[src/rtl/irRxPkg.sv]
package irRxPkg;

  typedef enum logic [1:0] {
    EDGE_FALL = 2'b00,
    EDGE_RISE = 2'b01,
    EDGE_BOTH = 2'b10,
    EDGE_BOTH_ALT = 2'b11
  } edgeSel_e;

  // Strobes from control to datapath, valid for one clock
  typedef struct packed {
    logic hold;        // receiver stopped: timer forced to zero
    logic arm;         // first qualified edge: timer starts from zero
    logic capture;     // interval capture event
    logic countEdge;   // burst mode edge count
    logic latchLevel;  // take the synchronized line level
    logic loadOne;     // burst mode entry preload
    logic advance;     // timer step
    logic reload;      // clear the timer on an event
    logic silence;     // burst mode carrier absence
  } ctlStrobe_t;

endpackage

[src/rtl/irRxSync.sv]
module irRxSync #(
  parameter int SYNC_STAGES = 2
) (
  input  logic clk,
  input  logic rstN,
  input  logic rxPin,
  output logic lineNow,
  output logic rise,
  output logic fall
);
  logic [SYNC_STAGES-1:0] chain;
  logic linePrev;

  generate
    if (SYNC_STAGES == 1) begin : gSingle
      always_ff @(posedge clk or negedge rstN)
        if (!rstN) chain <= '0;
        else       chain <= rxPin;
    end else begin : gMulti
      always_ff @(posedge clk or negedge rstN)
        if (!rstN) chain <= '0;
        else       chain <= {chain[SYNC_STAGES-2:0], rxPin};
    end
  endgenerate

  always_ff @(posedge clk or negedge rstN)
    if (!rstN) linePrev <= 1'b0;
    else       linePrev <= chain[SYNC_STAGES-1];

  assign lineNow = chain[SYNC_STAGES-1];
  assign rise    = lineNow & ~linePrev;
  assign fall    = ~lineNow & linePrev;
endmodule

[src/rtl/irRxCtrl.sv]
module irRxCtrl
  import irRxPkg::*;
#(
  parameter int CAR_W = 8
) (
  input  logic             clk,
  input  logic             rstN,
  input  logic             run,
  input  logic [1:0]       edgeSel,
  input  logic             fine,
  input  logic             reload,
  input  logic             burst,
  input  logic [CAR_W-1:0] carHigh,
  input  logic [CAR_W-1:0] carLow,
  input  logic             rise,
  input  logic             fall,
  output ctlStrobe_t       strobe
);
  localparam int PW = CAR_W + 2;

  logic          armed;
  logic          burstPrev;
  logic [PW-1:0] carCnt;
  logic [PW-1:0] period;
  logic [1:0]    silCnt;
  logic          qual;
  logic          carTick;

  always_comb begin
    unique case (edgeSel_e'(edgeSel))
      EDGE_FALL: qual = fall;
      EDGE_RISE: qual = rise;
      default:   qual = rise | fall;
    endcase
  end

  assign period  = PW'(carHigh) + PW'(carLow) + PW'(2);
  assign carTick = run && (carCnt == period - PW'(1));

  always_ff @(posedge clk or negedge rstN) begin
    if (!rstN) begin
      armed     <= 1'b0;
      burstPrev <= 1'b0;
      carCnt    <= '0;
      silCnt    <= '0;
    end else begin
      burstPrev <= burst;
      if (!run)      armed <= 1'b0;
      else if (qual) armed <= 1'b1;

      if (!run || qual || carTick) carCnt <= '0;
      else                         carCnt <= carCnt + PW'(1);

      if (!run || qual)                    silCnt <= '0;
      else if (carTick && silCnt != 2'd2)  silCnt <= silCnt + 2'd1;
    end
  end

  always_comb begin
    strobe            = '0;
    strobe.hold       = !run;
    strobe.arm        = run && qual && !armed;
    strobe.capture    = run && qual && armed && !burst;
    strobe.countEdge  = run && qual && burst;
    strobe.latchLevel = run && qual && (armed || burst);
    strobe.loadOne    = burst && !burstPrev;
    strobe.advance    = run && armed && (fine || carTick);
    strobe.reload     = reload;
    strobe.silence    = run && burst && armed && !qual && carTick && (silCnt == 2'd1);
  end
endmodule

[src/rtl/irRxDatapath.sv]
module irRxDatapath
  import irRxPkg::*;
#(
  parameter int TIMER_W = 16
) (
  input  logic               clk,
  input  logic               rstN,
  input  ctlStrobe_t         strobe,
  input  logic               lineNow,
  input  logic               evtClr,
  input  logic               ovfClr,
  output logic [TIMER_W-1:0] timerVal,
  output logic [TIMER_W-1:0] capVal,
  output logic               rxLevel,
  output logic               evtFlag,
  output logic               ovfFlag
);
  localparam logic [TIMER_W-1:0] ONE = TIMER_W'(1);

  logic event_;
  logic wrap;
  logic evtSet;

  assign event_ = strobe.capture | strobe.countEdge;
  assign wrap   = strobe.advance && (&timerVal) && !event_;
  assign evtSet = strobe.capture | strobe.silence;

  always_ff @(posedge clk or negedge rstN) begin
    if (!rstN) begin
      timerVal <= '0;
      capVal   <= '0;
      rxLevel  <= 1'b0;
      evtFlag  <= 1'b0;
      ovfFlag  <= 1'b0;
    end else begin
      if (strobe.hold || strobe.arm)       timerVal <= '0;
      else if (event_ && strobe.reload)    timerVal <= '0;
      else if (strobe.advance)             timerVal <= timerVal + ONE;

      if (strobe.loadOne)                  capVal <= ONE;
      else if (strobe.countEdge)           capVal <= capVal + ONE;
      else if (strobe.capture)             capVal <= timerVal;

      if (strobe.latchLevel)               rxLevel <= lineNow;

      if (evtSet)                          evtFlag <= 1'b1;
      else if (evtClr)                     evtFlag <= 1'b0;

      if (wrap)                            ovfFlag <= 1'b1;
      else if (ovfClr)                     ovfFlag <= 1'b0;
    end
  end
endmodule

[src/rtl/irRxCapture.sv]
module irRxCapture
  import irRxPkg::*;
#(
  parameter int TIMER_W     = 16,
  parameter int CAR_W       = 8,
  parameter int SYNC_STAGES = 2
) (
  input  logic               clk,
  input  logic               rstN,
  input  logic               cfgRun,
  input  logic               cfgTxMode,
  input  logic [1:0]         cfgEdgeSel,
  input  logic               cfgFine,
  input  logic               cfgReload,
  input  logic               cfgBurst,
  input  logic [CAR_W-1:0]   cfgCarHigh,
  input  logic [CAR_W-1:0]   cfgCarLow,
  input  logic               cfgEvtIe,
  input  logic               cfgOvfIe,
  input  logic               evtClr,
  input  logic               ovfClr,
  input  logic               rxPin,
  output logic [TIMER_W-1:0] timerVal,
  output logic [TIMER_W-1:0] capVal,
  output logic               rxLevel,
  output logic               evtFlag,
  output logic               ovfFlag,
  output logic               irq
);
  logic       lineNow;
  logic       rise;
  logic       fall;
  logic       run;
  ctlStrobe_t strobe;

  assign run = cfgRun & ~cfgTxMode;

  irRxSync #(.SYNC_STAGES(SYNC_STAGES)) uSync (
    .clk(clk), .rstN(rstN), .rxPin(rxPin),
    .lineNow(lineNow), .rise(rise), .fall(fall)
  );

  irRxCtrl #(.CAR_W(CAR_W)) uCtrl (
    .clk(clk), .rstN(rstN), .run(run), .edgeSel(cfgEdgeSel),
    .fine(cfgFine), .reload(cfgReload), .burst(cfgBurst),
    .carHigh(cfgCarHigh), .carLow(cfgCarLow),
    .rise(rise), .fall(fall), .strobe(strobe)
  );

  irRxDatapath #(.TIMER_W(TIMER_W)) uDp (
    .clk(clk), .rstN(rstN), .strobe(strobe), .lineNow(lineNow),
    .evtClr(evtClr), .ovfClr(ovfClr),
    .timerVal(timerVal), .capVal(capVal), .rxLevel(rxLevel),
    .evtFlag(evtFlag), .ovfFlag(ovfFlag)
  );

  assign irq = (evtFlag & cfgEvtIe) | (ovfFlag & cfgOvfIe);
endmodule

[config.mk]
export PLATFORM = sky130hd
export DESIGN_NAME = irRxCapture
export DESIGN_NICKNAME = d
export VERILOG_FILES = /design/src/rtl/irRxPkg.sv /design/src/rtl/irRxSync.sv /design/src/rtl/irRxCtrl.sv /design/src/rtl/irRxDatapath.sv /design/src/rtl/irRxCapture.sv
export SDC_FILE = /design/constraint.sdc
export NUM_CORES = 1
export LEC_CHECK = 0
export BUFFER_PORTS_ARGS = -buffer_cell sky130_fd_sc_hd__buf_4
export CORE_AREA = 2 2 84 86
export DETAILED_ROUTE_END_ITERATION = 8
export DIE_AREA = 0 0 86 88
export GPL_ROUTABILITY_DRIVEN = 0
export HOLD_SLACK_MARGIN = 0.12
export PLACE_DENSITY = 0.86
export SKIP_LAST_GASP = 1
export SLEW_MARGIN = 20
export SYNTH_ARGS = -nofsm -noshare
export SYNTH_HDL_FRONTEND = slang
export SYNTH_SLANG_ARGS = --single-unit
export TNS_END_PERCENT = 30
[constraint.sdc]
create_clock -name clk -period 3.6 [get_ports clk]
set_input_delay 0.54 -clock clk [delete_from_list [all_inputs] [get_ports clk]]
set_output_delay 0.54 -clock clk [all_outputs]
set_load 0.05 [all_outputs]
; ---- Yosys cells after proc, flatten, opt, wreduce, memory -nomap -nowiden
; Cells that the tools add are included.
[totals]
output_inout_bits = 36
wordCells = 88
reg_bits = 52
in_bits = 30
[classes]
bitwise_logic = 12
n_eq_ne = 5
addsub = 7
mux = 16
n_reduce_logical = 37
[op_table]
columns = op, count
row1 = $mux W16, 6
row2 = $add A16 B1 Y16 const B, 2
row3 = $logic_and A1 B1 Y1, 19
row4 = $reduce_and A16 Y1, 1
row5 = $add A10 B1 Y10 const B, 1
row6 = $add A10 B2 Y10 const B, 1
row7 = $eq A10 B10 Y1, 1
row8 = $mux W10, 1
row9 = $sub A10 B1 Y10 const B, 1
row10 = $add A8 B8 Y9, 1
row11 = $logic_not A1 Y1, 6
row12 = $mux W1, 6
row13 = $reduce_bool A2 Y1, 3
row14 = $reduce_bool A3 Y1, 2
row15 = $and A1 B1 Y1, 5
row16 = $logic_or A1 B1 Y1, 5
row17 = $eq A2 B1 Y1 const B, 2
row18 = $mux W2, 2
row19 = $ne A2 B2 Y1 const B, 2
row20 = $or A1 B1 Y1, 4
row21 = $not A1 Y1, 3
row22 = $add A2 B1 Y2 const B, 1
row23 = $logic_not A2 Y1, 1
row24 = $pmux W1 S2, 1

; ---- Logic depth before layout (Yosys ltp)
; Gate-level depths: netlist of run 1.
[depth]
depth_word = 11
mapped_depth = 16
mapped_depth_nobuf = 15

; ---- Modules after synthesis
; Synthesis of run 1 repeated with hierarchy kept, for this count alone.
[hier_totals]
hier_cells = 363
area_unflattened_um2 = 3294.4
[by_module_without_submodules]
columns = module, cells_each, area_each_um2, seq_area_each_um2, instances
row1 = irRxDatapath, 220, 1989.4, 875.8, 1
row2 = irRxCtrl, 136, 1199.9, 350.3, 1
row3 = irRxSync, 5, 90.1, 75.1, 1
row4 = irRxCapture, 2, 15.0, 0.0, 1

; ---- Least setup slack after synthesis of run 1
; No wires, ideal clock.
[synth_timing]
path_type = input -> register
from = input cfgCarHigh[0]
to = register uDp.timerVal[11]
required_ps = 3476
t_arrival_ps = 3648
path_buffers = 1
path_slack_ps = -172
cell_stages = 14
path_cell_list = ha_1 > inv_1 > fa_1 > xnor2_1 > nand3_1 > a2111o_1 > a211o_1 > o31ai_1 > o311ai_1 > a211oi_4 > nor2_2 > o21a_4 > buf_6 > a211o_1
[synth_via]
elab_chain_cells = 8
[synth_rtl]
columns = item, line_no
row1 = from (decl), irRxCapture.sv:16  ; input logic [CAR_W-1:0] cfgCarHigh,
row2 = $add A8 B8 Y9, irRxCtrl.sv:37  ; assign period = PW'(carHigh) + PW'(carLow) + PW'(2);
row3 = $add A10 B2 Y10, irRxCtrl.sv:37
row4 = $sub A10 B1 Y10, irRxCtrl.sv:38  ; assign carTick = run && (carCnt == period - PW'(1));
row5 = $eq A10 B10 Y1, irRxCtrl.sv:38
row6 = $logic_and A1 B1 Y1, irRxCtrl.sv:38
row7 = $logic_or A1 B1 Y1, irRxCtrl.sv:67  ; strobe.advance = run && armed && (fine || carTick);
row8 = $logic_and A1 B1 Y1, irRxCtrl.sv:67
row9 = $reduce_bool A3 Y1 (no line), -
row10 = to (signal assigned), irRxDatapath.sv:38  ; else if (strobe.advance) timerVal <= timerVal + ONE;
row11 = to (decl), irRxDatapath.sv:12  ; output logic [TIMER_W-1:0] timerVal,
; Every way passes these cells.
; A chain may end at the register's enable or synchronous reset.

; ---- Worst setup path after layout of run 1
[layout_timing]
from = input cfgCarHigh[1]
to = register uDp.timerVal[3]
; The elaborated chain is that of the path after synthesis.

==> results of run 1 <==
-- layer usage --
layer	part of all wire, %	wire, um	vias to the layer above
met4	1.6	148	0
met1	42	3960	1750
li1	-	-	1761
met5	0	0	-
met2	51	4790	117
met3	5.2	490	16
-- flip-flops by register name, summed over array words and instances (netlist names) --
name / flops
uCtrl.burstPrev: 1
uDp.timerVal: 16
uSync.chain: 2
uCtrl.carCnt: 10
uDp.evtFlag: 1
uSync.linePrev: 1
uCtrl.armed: 1
uDp.ovfFlag: 1
uDp.rxLevel: 1
uDp.capVal: 16
uCtrl.silCnt: 2
-- area by class of cell --
cell class                      count  area [um^2]  share of cell area, %
Inverter                           16         60.1                   1.28
Clock inverter                      2         16.3                  0.348
Tap cell                           80          100                   2.14
Sequential cell                    52         1300                   27.8
Timing Repair Buffer               99          768                   16.4
Multi-Input combinational cell    353         2360                   50.4
Clock buffer                        6         72.6                   1.55
-- cells by family (layout without fill, tap and decap cells) --
group,after synthesis,after routing
AO/OA/AOI/OAI,124,125
XOR/XNOR,23,23
adder cells (fa/ha/maj),17,17
buffers and inverters,33,123
flip-flops,52,52
multiplexers,2,2
AND/OR/NAND/NOR,186,186
-- cell usage after synthesis, drive strengths merged (8+ instances only) --
master	instances
dfrtp	52
nor2	47
nand2	41
a21oi	33
o21ai	25
nand3	19
ha	16
inv	16
xnor2	15
and3	14
nor3	14
clkbuf	13
a211o	10
a211oi	10
nand2b	9
nand3b	9
a21o	8
-- worst max-delay path, delay by kind of cell --
family / cells / cell delay [ps]
AOI/OAI and AO/OA: 8 / 2000
adders and majority gates: 1 / 300
buffers and inverters: 3 / 440
and+or+nand+nor: 2 / 410
-- power by group --
part           internal, W  switching, W
sequential        0.000599     0.0000145
clock             0.000139      0.000195
combinational     0.000183      0.000228
-- what timing repair did --
action / CTS / global route
resized for setup: 0 / 4
hold endpoints to repair: 0 / 0
setup endpoints to repair: 0 / 18
setup buffers: 0 / 1
-- path summary, 6_finish.rpt --
| kind | slack, ps | end | startpoint |
|---|---|---|---|
| worst max register to register | 800 | uDp.timerVal[0] | uSync.chain[1] |
| worst min-delay path | 250 | uDp.rxLevel | rstN |
| worst min register to register | 360 | uSync.chain[1] | uSync.chain[0] |
| worst max-delay path | 110 | uDp.timerVal[3] | cfgCarHigh[1] |
| min in group clk | 340 | uSync.chain[0] | rxPin |
| max in group asynchronous | 2890 | uCtrl.carCnt[3] | rstN |
-- metrics by stage --
step	hold slack (ps)	cell area (um^2)
after floorplan	244	3750
after global placement	334	4540
after detailed placement	337	4540
after CTS	275	4630
after global routing	317	4680
final	253	4680
-- layout by cell type (no fill, tap or decap), drive strengths merged, types with 3 or more instances in the layout --
master  instances
a21o            8
xnor2          15
nand4           3
nor3           14
nand3          19
clkbuf          6
nor2b           7
and2            4
nand2b          9
xor2            7
nand2          41
o21ai          25
o21a            4
inv            16
ha             16
a22oi           3
nand3b          9
a211oi         10
a211o          10
buf            99
dfrtp          52
or3             5
nor2           47
o22ai           4
a21oi          33
or2             7
and3           14
nor4            3
==> flow_summary.yaml, run 1 <==
status:
  status: "finished clean"
pwr:
  p_leak_nw: 2.11
  ir_drop_mv: 0.184
  power.density_nw_per_um2: 290
  total_power_w: 0.00136
sta:
  tns_ps: 0
  max_freq_ghz: 0.286
  setup_viol: 0
  final_hold_viol_count: 0
  tightest_slew_ps: 693
  drv_slew: 0
  finalCritPeriodShare_pct: 97.0
  min_period_ps: 3490
  worst_slack_ps: 106
  slew_headroom_pct: 53.6
  finalClockSkew_ps: 10.6
hold_path:
  min_path_type: "input pin to async pin"
placement:
  dp.cells: 598
  dp_slack_ps: -314
  post-dp-hpwl_um: 7000
  portBuffers: 65
logic_synthesis:
  synthSimpleGateAreaFrac_pct: 25.1
  synth_top_area_share_pct: 35.2
  synth_edf_count: 0
  ys_warn_count: 0
  postSynthAreaPerCell_um2: 8.45
  synth-compound-area-share_pct: 23.6
  synth_top_area_cell: "dfrtp_1"
  synthMuxAreaShare_pct: 0.610
  synth.net_count: 484
  synthFlopType: "dfrtp_1"
  ys_seq_area_share_pct: 35.2
  netlist_area_um2: 3690
  ys_async_sr_fraction_pct: 100
  synth.distinct_cells: 61
  synth_xor_xnor_area_share_pct: 5.83
  synth-adder-area-share_pct: 5.96
  netlist_instances: 437
  synth_area_leaders: "dfrtp_1 35%, ha_1 5.4%, nor2_1 4.7%"
  yosys_register_bits: 52
  synth_top_family_by_area: "simple AND/OR/NAND/NOR gates"
routing:
  vias: 3644
  drt-total-wl_um: 9390
  drc: 0
  vias_per_cell: 5.99
  ant_nets: 0
  dr.pass1.iters: 5
  drt-wirelength-per-cell_um: 15.4
  drt-initial-drc-count: 290
floorplan:
  die-area_um2: 7570
  ios: 66
  core_um2: 6640
  fp.dieH_um: 88
  fp.dieW_um: 86
  rows: 30
  start_util_pct: 55.6
global_route:
  use_met1_pct: 31.8
  grt_pass1_vias: 3466
  busiest_layer: "met2"
  grt_max_degree: 53
  gr-usage-met3_pct: 3.96
  antenna_found_initial: 0
  grt_usage_pct: 24.9
  grt_util_met2_pct: 43.3
  grt_pass1_wl_um: 15400
  overflow: 0
setup_path:
  reg2reg_depth: 12
  cp_max_fo: 21
  crit_slowest_cell: "a311oi_2"
  crit_type: "input pin to flip-flop"
  critical_path.cell_chain: "buf_4 -> ha_1 -> a211o_1 -> a311oi_2 -> o32ai_2 -> or3_4 -> buf_4 -> o311a_1 -> o31ai_4 -> a211oi_4 -> o21ai_2 -> buf_12 -> nor3_1 -> a211o_1"
  max_stage_delay_ps: 350
  crit_path_end_kind: "flip-flop"
  arrival_ps: 3680
  critPathLaunchType: "input pin"
  required_ps: 3790
cts:
  cts_inserted_buffers: 5
  clk_pin_slew_worst_paths_ps: 100
  cts_buffer_depth: 2
  clk_latency_ps: 300
  cts-root-buf: "clkbuf_8"
  cts_tree: "yes"
  hold_buffers: 0
  cts_max_level: 2
  clock_sinks: 52
final_layout:
  synthToLayoutAreaGrowth_pct: 26.7
  final_cells: 608
  fill_cells: 515
  diodes: 0
  final_util_pct: 70.4
  final_nets: 574
  layout-drive-gt1-share_pct: 25.0
run:
  cap_violations: 0
No activity file was read; power rests on OpenSTA's default activity.
==> inputs of run 2 (changes only) <==
- CORE_AREA: 2 2 84 86 -> 2 2 94 96
- DIE_AREA: 0 0 86 88 -> 0 0 96 98
- PLACE_DENSITY: 0.86 -> 0.71
==> flow_summary.yaml, run 2 (synthesis gave the netlist of run 1 again) <==
pwr:
  pwr-share-clk_pct: 25.7
  pwr-share-comb_pct: 29.7
  p_int_w: 0.000937
  switching_share_pct: 31.8
  p_sw_w: 0.000436
  seqPwrFrac_pct: 44.7
  power.density_nw_per_um2: 291
  ir_drop_mv: 0.135
  p_leak_nw: 2.12
setup_path:
  critical_path.cell_chain: "buf_4 -> ha_4 -> inv_2 -> fa_2 -> inv_1 -> ha_2 -> o2111ai_1 -> a2111o_1 -> buf_4 -> xor2_1 -> a31oi_2 -> a211oi_4 -> nor2_2 -> o21a_2 -> mux2_4"
  cpMostUsedCell: "buf_4"
  crit_slowest_cell: "fa_2"
  cp_top_family: "compound AO/OA/AOI/OAI gates"
  crit_type: "input pin to flip-flop"
  cp_max_fo: 7
  critPathLaunchType: "input pin"
  path_buf_inv: 4
  max_stage_delay_ps: 460
  crit_path_end_kind: "flip-flop"
  required_ps: 3800
  arrival_ps: 3680
sta:
  setup_viol: 0
  worst_slack_ps: 120
  finalCritPeriodShare_pct: 96.7
  tightest_slew_ps: 714
  min_period_ps: 3480
  slew_headroom_pct: 52.2
  drv_slew: 0
  timing.hold.ws_ps: 256
  max_freq_ghz: 0.287
  tns_ps: 0
  finalClockSkew_ps: 11.8
  final_hold_viol_count: 0
final_layout:
  layout_commonest_cell: "buf_4"
  fill_cells: 751
  reg_top3: "uDp.capVal x16, uDp.timerVal x16, uCtrl.carCnt x10"
  layout-drive-gt1-share_pct: 25.4
  multiInputGateArea_um2: 2360
  synthToLayoutAreaGrowth_pct: 27.8
  layout_common_cells: "101 x buf_4, 52 x dfrtp_1, 46 x nor2_1, 41 x nand2_1, 33 x a21oi_1"
  final_util_pct: 55.8
  register_area_um2: 1300
  diodes: 0
  final_nets: 577
global_route:
  grt_pass1_wl_um: 16300
  antenna_found_initial: 0
  grt_pass1_vias: 3513
  overflow: 0
  grt_usage_pct: 21.3
  grt_max_degree: 53
floorplan:
  core_um2: 8470
  fp.dieH_um: 98
  fp.dieW_um: 96
  die-area_um2: 9410
  ios: 66
  start_util_pct: 43.6
  rows: 34
cts:
  cts_tree: "yes"
  clock_sinks: 52
  cts_max_level: 2
  post_cts_buffers: 0
  clk_pin_slew_worst_paths_ps: 90
  cts_inserted_buffers: 5
  cts_buffer_depth: 2
  postCtsResizedCells: 0
  clk_latency_ps: 310
  hold_buffers: 0
  cts-root-buf: "clkbuf_8"
placement:
  post-dp-hpwl_um: 7090
  portBuffers: 65
  dp_slack_ps: -238
routing:
  vias: 3599
  drc: 0
  vias_per_cell: 5.63
  ant_nets: 0
  dr.pass1.iters: 5
  drt-total-wl_um: 9750
  drt-wirelength-per-cell_um: 15.3
  drt-initial-drc-count: 224
status:
  status: "finished clean"
hold_path:
  min_path_type: "input pin to async pin"
run:
  cap_violations: 0
-- run 2: path summary, 6_finish.rpt --
kind | startpoint | slack, ps | depth (start not counted) | end
setup / recovery | cfgCarLow[0] | 120 | 15 | uDp.timerVal[0]
hold / removal | rstN | 260 | 1 | uDp.timerVal[11]
setup reg to reg | uCtrl.carCnt[3] | 830 | 10 | uDp.timerVal[0]
hold reg to reg | uSync.chain[0] | 350 | 0 | uSync.chain[1]
max in group asynchronous | rstN | 2890 | 1 | uCtrl.silCnt[0]
min in group clk | rxPin | 340 | 1 | uSync.chain[0]
-- run 2: per-stage QoR --
stage | power [W] | std cells | cell area, um^2
after floorplan | 0.000871 | 437 | 3750
after global placement | 0.00101 | 630 | 4590
after detailed placement | 0.00102 | 630 | 4590
after CTS | 0.00137 | 638 | 4680
after global routing | 0.00145 | 639 | 4720
final | 0.00137 | 639 | 4720
-- run 2: final cells by class --
class / instances / area share, %
clock buffer: 8 / 1.91
sequential: 52 / 27.6
timing repair buffer: 102 / 16.5
tap: 108 / 2.86
multi-input combinational: 353 / 49.9
inverter: 16 / 1.27
-- run 2: routing by layer --
layer / up-vias / track usage, % / share of wire (%)
li1: 1770 / - / -
met1: 1734 / 29.4 / 45
met2: 85 / 34.6 / 49
met3: 10 / 3.32 / 4.6
met4: 0 / 5.93 / 1.3
met5: - / 0 / 0
-- run 2: power groups by stage --
stage                     clock network, W  registers (W)  logic [W]
after floorplan                          0       0.000663   0.000208
after global placement                   0       0.000623   0.000389
after detailed placement                 0       0.000624   0.000396
after CTS                         0.000362       0.000613   0.000398
after global routing              0.000388       0.000616   0.000448
final                             0.000353       0.000613   0.000407
